File: src/rtl/asram_pkg.sv
package asram_pkg;

  typedef enum logic [2:0] {
    ST_IDLE   = 3'd0,
    ST_READ   = 3'd1,
    ST_WSETUP = 3'd2,
    ST_WPULSE = 3'd3,
    ST_WHOLD  = 3'd4
  } seq_state_e;

endpackage

File: src/rtl/asram_timer.sv
module asram_timer #(
  parameter int CNT_W = 3
) (
  input  logic             clk,
  input  logic             rst_n,
  input  logic             start,
  input  logic [CNT_W-1:0] load_val,
  output logic             expire
);

  localparam logic [CNT_W-1:0] ONE = CNT_W'(1);

  logic [CNT_W-1:0] cnt_q;
  logic [CNT_W-1:0] cnt_d;
  logic             cnt_en;

  assign cnt_en = start | (cnt_q != '0);

  always_comb begin
    if (start) cnt_d = load_val;
    else       cnt_d = cnt_q - ONE;
  end

  always_ff @(posedge clk or negedge rst_n) begin
    if (!rst_n)      cnt_q <= '0;
    else if (cnt_en) cnt_q <= cnt_d;
  end

  assign expire = (cnt_q == '0);

  // once loaded, the count only moves down until it expires
  a_r3_timer_descends: assert property (@(posedge clk) disable iff (!rst_n)
    (!start && !expire) |=> (cnt_q < $past(cnt_q)));

endmodule

File: src/rtl/asram_seq.sv
module asram_seq
  import asram_pkg::*;
#(
  parameter int CNT_W   = 3,
  parameter int RD_WAIT = 3,
  parameter int WR_WAIT = 2
) (
  input  logic             clk,
  input  logic             rst_n,
  input  logic             req_valid,
  input  logic             req_write,
  input  logic             req_any_lane,
  input  logic             timer_expire,
  output logic             req_ready,
  output logic             accept,
  output logic             capture,
  output logic             timer_start,
  output logic [CNT_W-1:0] timer_load,
  output logic             access_d,
  output logic             ce_n,
  output logic             oe_n,
  output logic             we_n,
  output logic             dq_oe,
  output logic             rdata_valid
);

  localparam logic [CNT_W-1:0] RD_LOAD = CNT_W'(RD_WAIT - 1);
  localparam logic [CNT_W-1:0] WR_LOAD = CNT_W'(WR_WAIT - 1);

  seq_state_e state_q;
  seq_state_e state_d;
  logic ce_n_d, oe_n_d, we_n_d, dq_oe_d;

  assign req_ready = (state_q == ST_IDLE);

  always_comb begin
    state_d     = state_q;
    accept      = 1'b0;
    capture     = 1'b0;
    timer_start = 1'b0;
    timer_load  = RD_LOAD;
    case (state_q)
      ST_IDLE: begin
        if (req_valid) begin
          accept = 1'b1;
          if (!req_any_lane) begin
            capture = !req_write;
          end else if (req_write) begin
            state_d = ST_WSETUP;
          end else begin
            state_d     = ST_READ;
            timer_start = 1'b1;
            timer_load  = RD_LOAD;
          end
        end
      end
      ST_READ: begin
        if (timer_expire) begin
          capture = 1'b1;
          state_d = ST_IDLE;
        end
      end
      ST_WSETUP: begin
        state_d     = ST_WPULSE;
        timer_start = 1'b1;
        timer_load  = WR_LOAD;
      end
      ST_WPULSE: begin
        if (timer_expire) state_d = ST_WHOLD;
      end
      ST_WHOLD: begin
        state_d = ST_IDLE;
      end
      default: state_d = ST_IDLE;
    endcase
  end

  // Pin values for the next cycle, decoded from the next state
  always_comb begin
    access_d = (state_d != ST_IDLE);
    ce_n_d   = (state_d == ST_IDLE);
    oe_n_d   = (state_d != ST_READ);
    we_n_d   = (state_d != ST_WPULSE);
    dq_oe_d  = (state_d == ST_WSETUP) || (state_d == ST_WPULSE) ||
               (state_d == ST_WHOLD);
  end

  always_ff @(posedge clk or negedge rst_n) begin
    if (!rst_n) begin
      state_q     <= ST_IDLE;
      ce_n        <= 1'b1;
      oe_n        <= 1'b1;
      we_n        <= 1'b1;
      dq_oe       <= 1'b0;
      rdata_valid <= 1'b0;
    end else begin
      state_q     <= state_d;
      ce_n        <= ce_n_d;
      oe_n        <= oe_n_d;
      we_n        <= we_n_d;
      dq_oe       <= dq_oe_d;
      rdata_valid <= capture;
    end
  end

  // idle means deselected
  a_r2_standby_when_ready: assert property (@(posedge clk) disable iff (!rst_n)
    req_ready |-> ce_n);

  // never drive against the RAM's outputs
  a_r6_no_contention: assert property (@(posedge clk) disable iff (!rst_n)
    !(dq_oe && !oe_n));

  // a write strobe only inside a selected, driven cycle
  a_r5_we_qualified: assert property (@(posedge clk) disable iff (!rst_n)
    !we_n |-> (!ce_n && dq_oe));

  // output enable falls only after a released, deselected cycle
  a_r7_oe_after_release: assert property (@(posedge clk) disable iff (!rst_n)
    $fell(oe_n) |-> ($past(ce_n) && !$past(dq_oe)));

  // the bus is driven only after a cycle with output enable off
  a_r7_drive_after_oe_off: assert property (@(posedge clk) disable iff (!rst_n)
    $rose(dq_oe) |-> ($past(oe_n) && $past(ce_n)));

  // an accepted bus access makes the controller busy
  a_r8_busy_after_accept: assert property (@(posedge clk) disable iff (!rst_n)
    (req_valid && req_ready && req_any_lane) |=> !req_ready);

  // read data is returned while idle
  a_r3_valid_in_idle: assert property (@(posedge clk) disable iff (!rst_n)
    rdata_valid |-> req_ready);

endmodule

File: src/rtl/asram_lanes.sv
module asram_lanes #(
  parameter int ADDR_W = 18,
  parameter int DATA_W = 16,
  parameter int LANE_W = 8
) (
  input  logic                     clk,
  input  logic                     rst_n,
  input  logic                     accept,
  input  logic                     capture,
  input  logic                     access_d,
  input  logic [ADDR_W-1:0]        req_addr,
  input  logic [DATA_W-1:0]        req_wdata,
  input  logic [DATA_W/LANE_W-1:0] req_be,
  input  logic [DATA_W-1:0]        dq_in,
  output logic [ADDR_W-1:0]        sram_addr,
  output logic [DATA_W-1:0]        dq_out,
  output logic [DATA_W/LANE_W-1:0] be_n,
  output logic [DATA_W-1:0]        rdata
);

  localparam int LANES = DATA_W / LANE_W;

  logic [ADDR_W-1:0] addr_q;
  logic [DATA_W-1:0] wdata_q;
  logic [LANES-1:0]  be_q;
  logic [LANES-1:0]  be_next;
  logic [LANES-1:0]  be_n_d;
  logic [DATA_W-1:0] cap_d;
  logic [DATA_W-1:0] rdata_q;
  logic [LANES-1:0]  be_n_q;
  logic [DATA_W-1:0] sel_bits;

  assign be_next = accept ? req_be : be_q;
  assign be_n_d  = access_d ? ~be_next : '1;

  // Request latch: loaded only when a request is taken
  always_ff @(posedge clk or negedge rst_n) begin
    if (!rst_n) begin
      addr_q  <= '0;
      wdata_q <= '0;
      be_q    <= '0;
    end else if (accept) begin
      addr_q  <= req_addr;
      wdata_q <= req_wdata;
      be_q    <= req_be;
    end
  end

  // Lane steering: masking of captured data and expansion of the mask
  for (genvar l = 0; l < LANES; l++) begin : g_lane
    assign cap_d[l*LANE_W +: LANE_W]    = be_next[l] ? dq_in[l*LANE_W +: LANE_W]
                                                     : '0;
    assign sel_bits[l*LANE_W +: LANE_W] = {LANE_W{be_q[l]}};
  end

  always_ff @(posedge clk or negedge rst_n) begin
    if (!rst_n)       rdata_q <= '0;
    else if (capture) rdata_q <= cap_d;
  end

  always_ff @(posedge clk or negedge rst_n) begin
    if (!rst_n) be_n_q <= '1;
    else        be_n_q <= be_n_d;
  end

  assign sram_addr = addr_q;
  assign dq_out    = wdata_q;
  assign be_n      = be_n_q;
  assign rdata     = rdata_q;

  // lanes outside the mask come back as zero
  a_r4_unselected_zero: assert property (@(posedge clk) disable iff (!rst_n)
    capture |=> ((rdata_q & ~sel_bits) == '0));

  // strobes are released whenever no access is running
  a_r4_strobes_off_idle: assert property (@(posedge clk) disable iff (!rst_n)
    !access_d |=> (be_n_q == '1));

endmodule

File: src/rtl/asram_ctrl.sv
module asram_ctrl #(
  parameter int ADDR_W  = 18,
  parameter int DATA_W  = 16,
  parameter int LANE_W  = 8,
  parameter int RD_WAIT = 3,
  parameter int WR_WAIT = 2
) (
  input  logic                     clk,
  input  logic                     rst_n,
  input  logic                     req_valid,
  output logic                     req_ready,
  input  logic                     req_write,
  input  logic [ADDR_W-1:0]        req_addr,
  input  logic [DATA_W-1:0]        req_wdata,
  input  logic [DATA_W/LANE_W-1:0] req_be,
  output logic [DATA_W-1:0]        rdata,
  output logic                     rdata_valid,
  output logic [ADDR_W-1:0]        sram_addr,
  output logic                     sram_ce_n,
  output logic                     sram_oe_n,
  output logic                     sram_we_n,
  output logic [DATA_W/LANE_W-1:0] sram_be_n,
  output logic [DATA_W-1:0]        sram_dq_out,
  output logic                     sram_dq_oe,
  input  logic [DATA_W-1:0]        sram_dq_in
);

  localparam int MAX_WAIT = (RD_WAIT > WR_WAIT) ? RD_WAIT : WR_WAIT;
  localparam int CNT_W    = $clog2(MAX_WAIT) + 1;

  logic             accept;
  logic             capture;
  logic             access_d;
  logic             timer_start;
  logic             timer_expire;
  logic [CNT_W-1:0] timer_load;
  logic             req_any_lane;

  assign req_any_lane = |req_be;

  asram_seq #(
    .CNT_W   (CNT_W),
    .RD_WAIT (RD_WAIT),
    .WR_WAIT (WR_WAIT)
  ) seq_i (
    .clk          (clk),
    .rst_n        (rst_n),
    .req_valid    (req_valid),
    .req_write    (req_write),
    .req_any_lane (req_any_lane),
    .timer_expire (timer_expire),
    .req_ready    (req_ready),
    .accept       (accept),
    .capture      (capture),
    .timer_start  (timer_start),
    .timer_load   (timer_load),
    .access_d     (access_d),
    .ce_n         (sram_ce_n),
    .oe_n         (sram_oe_n),
    .we_n         (sram_we_n),
    .dq_oe        (sram_dq_oe),
    .rdata_valid  (rdata_valid)
  );

  asram_timer #(
    .CNT_W (CNT_W)
  ) timer_i (
    .clk      (clk),
    .rst_n    (rst_n),
    .start    (timer_start),
    .load_val (timer_load),
    .expire   (timer_expire)
  );

  asram_lanes #(
    .ADDR_W (ADDR_W),
    .DATA_W (DATA_W),
    .LANE_W (LANE_W)
  ) lanes_i (
    .clk       (clk),
    .rst_n     (rst_n),
    .accept    (accept),
    .capture   (capture),
    .access_d  (access_d),
    .req_addr  (req_addr),
    .req_wdata (req_wdata),
    .req_be    (req_be),
    .dq_in     (sram_dq_in),
    .sram_addr (sram_addr),
    .dq_out    (sram_dq_out),
    .be_n      (sram_be_n),
    .rdata     (rdata)
  );

  // setup margin before the write strobe falls
  a_r5_write_setup: assert property (@(posedge clk) disable iff (!rst_n)
    $fell(sram_we_n) |-> ($past(!sram_ce_n) && $stable(sram_addr) &&
                          $stable(sram_be_n) && $stable(sram_dq_out)));

  // hold margin after the write strobe rises
  a_r5_write_hold: assert property (@(posedge clk) disable iff (!rst_n)
    $rose(sram_we_n) |-> (!sram_ce_n && sram_dq_oe && $stable(sram_addr) &&
                          $stable(sram_be_n) && $stable(sram_dq_out)));

  // nothing on the address side moves inside an access
  a_r5_addr_steady: assert property (@(posedge clk) disable iff (!rst_n)
    (!sram_ce_n && $past(!sram_ce_n)) |-> ($stable(sram_addr) && $stable(sram_be_n)));

endmodule

File: config.mk
export PLATFORM = sky130hd
export DESIGN_NAME = asram_ctrl
export DESIGN_NICKNAME = d
export VERILOG_FILES = /design/src/rtl/asram_pkg.sv /design/src/rtl/asram_timer.sv /design/src/rtl/asram_seq.sv /design/src/rtl/asram_lanes.sv /design/src/rtl/asram_ctrl.sv
export SDC_FILE = /design/constraint.sdc
export NUM_CORES = 1
export LEC_CHECK = 0
export ABC_AREA = 1
export BUFFER_PORTS_ARGS = -buffer_cell sky130_fd_sc_hd__clkbuf_2
export CORE_MARGIN = 8
export CORE_UTILIZATION = 53
export CTS_BUF_LIST = sky130_fd_sc_hd__clkbuf_4 sky130_fd_sc_hd__clkbuf_8
export CTS_CLUSTER_DIAMETER = 50
export CTS_CLUSTER_SIZE = 10
export DETAILED_ROUTE_END_ITERATION = 16
export PLACE_DENSITY = 0.84
export SETUP_SLACK_MARGIN = 0.02
export SKIP_CTS_REPAIR_TIMING = 1
export SLEW_MARGIN = 20
export SYNTH_ARGS = -nofsm -noshare
export SYNTH_HDL_FRONTEND = slang
export SYNTH_HIERARCHICAL = 1
export SYNTH_SLANG_ARGS = --single-unit
File: constraint.sdc
create_clock -name clk -period 4.87 [get_ports clk]
set_input_delay 0 -clock clk [delete_from_list [all_inputs] [get_ports clk]]
set_output_delay 0 -clock clk [all_outputs]
set_load 0.02 [all_outputs]
Word-level counts from Yosys, hierarchy flattened. Cells that the tools add are included. W data, S select, Z words.

Reductions and logical operators: 9. Add/subtract/negate cells: 1. Eq/ne operators: 8. Mux-type cells: 22. Bitwise gates (word level): 2.

Operator list (count): $mux W8 (2); $mux W3 (5); $eq A3 B2 Y1 const B (4); $pmux W3 S4 (1); $logic_not A3 Y1 (3); $mux W1 (8); $mux W2 (4); $reduce_bool A3 Y1 (2); $pmux W1 S2 (2); $eq A3 B1 Y1 const B (1); $eq A3 B3 Y1 const B (1); $ne A3 B1 Y1 const B (1); $ne A3 B2 Y1 const B (1); $sub A3 B1 Y3 const B (1); $logic_or A1 B1 Y1 (2); $not A2 Y2 (1); $reduce_or A2 Y1 (1); $logic_not A1 Y1 (1); $or A1 B1 Y1 (1).

Logic and storage cells: 54. Input port bits: 56. Register bits: 65. Output and inout port bits: 58.

Depth between registers and ports, before layout.
Word-level depth: 7. Depth in mapped cells: 12. Mapped depth without buffers: 10.

Cells and area by module. The synthesis kept the hierarchy.

By module, submodules not included: asram_lanes (instances 1, area an instance 2172.1 sq um, seq. area each 1353.8 sq um, cells each 256); asram_seq (instances 1, area an instance 390.4 sq um, seq. area each 203.9 sq um, cells each 42); asram_timer (instances 1, area an instance 207.7 sq um, seq. area each 75.1 sq um, cells each 32); asram_ctrl (instances 1, area an instance 11.3 sq um, seq. area each 0.0 sq um, cells each 3).

Least setup slack after synthesis. No wires, ideal clock.

Kind: register to register. Start: reg timer_i.cnt_q[0]. End: reg lanes_i.rdata_q[10] (netlist: lanes_i/rdata[10]). Library setup time: 0.116 ns. Data arrival time: 1.534 ns. Slack: 3.220 ns. Stages on the path, launching flop included: 12. Path buffers: 2. Period minus slack after synthesis: 1.650 ns. Required time: 4.754 ns. Cells stage by stage: dfrtp_1 inv_1 ha_1 inv_1 nor2_2 inv_1 o21ai_0 buf_4 inv_2 buf_4 nand2_1 nand2_1.

Longest elaborated chain between the ends: 3.

RTL lines: start: declaration (RTL line asram_timer.sv:13) `logic [CNT_W-1:0] cnt_q;`; start signal: assignment (RTL line asram_timer.sv:26) `else if (cnt_en) cnt_q <= cnt_d;`; $logic_not A3 Y1 (RTL line asram_timer.sv:29) `assign expire = (cnt_q == '0);`; via timer_expire (RTL line asram_ctrl.sv:35) `logic timer_expire;`; $mux W1 (RTL line asram_seq.sv:58) `if (timer_expire) begin`; $pmux W1 S2 (RTL line asram_seq.sv:42) `case (state_q)`; via capture (RTL line asram_ctrl.sv:32) `logic capture;`; end signal: assignment (RTL line asram_lanes.sv:58) `else if (capture) rdata_q <= cap_d;`; end: declaration (RTL line asram_lanes.sv:29) `logic [DATA_W-1:0] rdata_q;`.

The timed path passes the listed nets, and every way through them passes these cells. A chain may end at the register's enable or synchronous reset.

Final worst setup path.
Start: reg seq_i.state_q[0]. End: reg lanes_i.rdata_q[3] (netlist: lanes_i/rdata[3]).

Longest elaborated chain between the ends: 4. Elaborated cells on any way between the ends: 6. Those cells by class: 1 x eq/ne; 4 x mux; 1 x reduce/logical.

RTL lines: start: declaration (RTL line asram_seq.sv:30) `seq_state_e state_q;`; start signal: assignment (RTL line asram_seq.sv:97) `state_q <= state_d;`; $logic_not A3 Y1 (RTL line asram_seq.sv:42); $mux W1 (RTL line asram_seq.sv:42); via accept (RTL line asram_ctrl.sv:31) `logic accept;`; $mux W2; $mux W8 (RTL line asram_lanes.sv:51) `assign cap_d[l*LANE_W +: LANE_W] = be_next[l] ? dq_in[l*LANE_W +: LANE_W]`.

The timed path passes the listed nets, and every way through them passes these cells.

==> flow_summary.ini <==
[floorplan]
core_um2 = 5075
die_h_um = 88.44
die_w_um = 88.44
start_util_pct = 54.81
ios = 114
die_area_um2 = 7822
row_count = 26

[yosys]
ys_seq_area_share_pct = 58.70
syn_nets = 391
synth.yosys.warnings = 6
syn_avg_cell_area_um2 = 8.353
ys_types = 22
netlist_instances = 333
ys_ff_latch = 65
netlist_area_um2 = 2781

[global_routing]
grt_usage_pct = 18.48
globalRouteMet1Util_pct = 22.03
met3_usage_pct = 4.550
grt_pass1_wl_mm = 11.27
top_usage_layer = met2
antenna_found_initial = 0
grt_pass1_vias = 2418
met2_usage_pct = 31.36
grt_start_max_net_pins = 66
grt_overflow = 0

[critical_path]
r2r_cells = 9
critPathKind = flop to flop
path_max_fanout = 18
required_ps = 5080
reg2reg_from = seq_i/state_q[0]
critPathLaunchType = flop
worstSetupEndpointType = flop
crit_start = seq_i/state_q[0]
arrival_ps = 2170

[sta]
finClkSkew_ps = 4.101
fmax_mhz = 511.9
period_needed_ps = 1953
slew_violations = 0
rsz0062_at_grt = no
fin_setup_tns_ps = 0
post-route-period-util_pct = 40.11
worst_hold_slack_ps = -43.13
finalSetupViolCount = 0
relSlewSlack_pct = 46.83
worstMarginPinSlew_ps = 797.5
hold_violations = 3

[finish]
drive_gt1_share_pct = 30.88
fillerInstances = 315
final_common_cell = nand2_1
design_area_um2 = 4100
syn_to_final_growth_pct = 47.41
final_cell_mix = nand2_1, clkbuf_2, dfrtp_1, dlygate4sd3_1, inv_1
antenna_cells = 0
final_nets = 555

[clocking]
cts.clk_slew.worst_paths_ps = 70
clk_latency_ps = 320
cts_tree = done
htreeDepth = 3
cts_buffers = 9
cts.path.max_buffers = 2
cts_root_buf = clkbuf_8
clock_sink_count = 65

[run_status]
status = finished with violations
violations = negative hold slack

[placed_design]
globalplace.congestion = 0.7697
hpwl_mm = 5.050
portBuffers = 113
placed_area_um2 = 3377

[detailed_routing]
vias = 2709
drt_iter0_drc = 130
dr.pass1.iters = 4
postRouteWirelength_mm = 8.525
drt-vias-per-instance = 4.736
wl_per_cell_um = 14.90
remaining_drc_errors = 0
ant_nets = 0

[hold_path]
worstHoldStart = sram_dq_in[11]
min_path_cells = 5
hold_path_class = input port to flop

[power_and_ir_drop]
power_density_nw_per_um2 = 652.0
p_leak_nw = 2.459
ir_worst_vdd_uv = 435.7

[flow_run]
cap_violations = 0
==> where the power goes <==
part / leakage (nW) / switching (W) / internal [W]
Sequential: 0.814 / 0.000147 / 0.000798
Combinational: 1.52 / 0.000805 / 0.000371
Clock: 0.126 / 0.000200 / 0.000351
Total: 2.46 / 0.00115 / 0.00152
==> flip-flops by register name, summed over array words and instances, names as in the netlist <==
name / flops
lanes_i/sram_addr: 18
lanes_i/dq_out: 16
lanes_i/rdata: 16
seq_i/state_q: 3
timer_i/cnt_q: 3
lanes_i/be_n: 2
lanes_i/be_q: 2
seq_i/ce_n: 1
seq_i/dq_oe: 1
seq_i/oe_n: 1
seq_i/rdata_valid: 1
seq_i/we_n: 1
==> worst max-delay path, stage by stage, from the launching register on <==
cell,delay (ps)
dfrtp_1,430
nor2_2,170
nand2_2,110
nor2_2,380
nand2_1,100
o21ai_1,90
buf_4,240
inv_2,170
nand2_1,100
nand2_1,60
==> kinds of logic after synthesis <==
family          synth area share [%]
buf+inv                        7.782
other cells                   0.1348
compound gates                 1.664
flops                          58.70
simple gates                   30.81
fa+ha+maj                     0.8995
==> synth_stat cells <==
master | number | area share (%)
buf_4 | 6 | 1.6
nor2_2 | 4 | 0.90
ha_1 | 2 | 0.90
conb_1 | 1 | 0.13
nand3_2 | 1 | 0.36
dfrtp_1 | 60 | 54
nand4_1 | 3 | 0.67
inv_2 | 4 | 0.54
buf_6 | 2 | 0.81
dfstp_2 | 5 | 4.7
nor2_4 | 1 | 0.40
inv_4 | 1 | 0.23
nor2_1 | 4 | 0.54
nand3_1 | 3 | 0.54
nand2_1 | 192 | 26
nand2_2 | 3 | 0.67
o211ai_4 | 1 | 0.76
nand2_4 | 2 | 0.81
o21ai_0 | 4 | 0.72
inv_1 | 30 | 4.0
buf_2 | 3 | 0.54
a21oi_1 | 1 | 0.18
==> final cells by class <==
type	instances	area, um2	share of cell area (%)
inverters	35	133.9	3.265
repair buffers	164	1069	26.06
well taps	70	87.58	2.136
clock buffers	10	137.6	3.357
flip-flops and latches	65	1633	39.82
clock inverters	6	105.1	2.563
multi-input cells	222	934.6	22.80
==> metrics by stage <==
stage	utilization, %	setup WS (ps)	hold WS [ps]	power, W	std cells
after floorplan	-	3220	-295.6	0.001688	333
after global routing	80.79	2727	4.146	0.002848	572
after detailed placement	66.54	2936	204.3	0.002067	508
after CTS	71.33	2922	-145.7	0.002627	524
final	80.79	2917	-43.13	0.002673	572
after global placement	66.54	3037	202.1	0.002030	508
==> metal layers <==
layer / part of all wire [%] / wire length [um]
met1: 39 / 3319
met2: 51 / 4319
met3: 7.9 / 674
met4: 2.5 / 212
met5: 0 / 0
==> worst paths after layout <==
check / to / slack [ps]
setup / recovery: lanes_i/rdata[3] / 2920
hold / removal: lanes_i/rdata[11] / -40
setup reg to reg: lanes_i/rdata[3] / 2920
hold reg to reg: lanes_i/dq_out[1] / 470
max in group asynchronous: lanes_i/rdata[8] / 3970
min in group asynchronous: lanes_i/sram_addr[12] / 380
(Power assumes the default switching activity.)
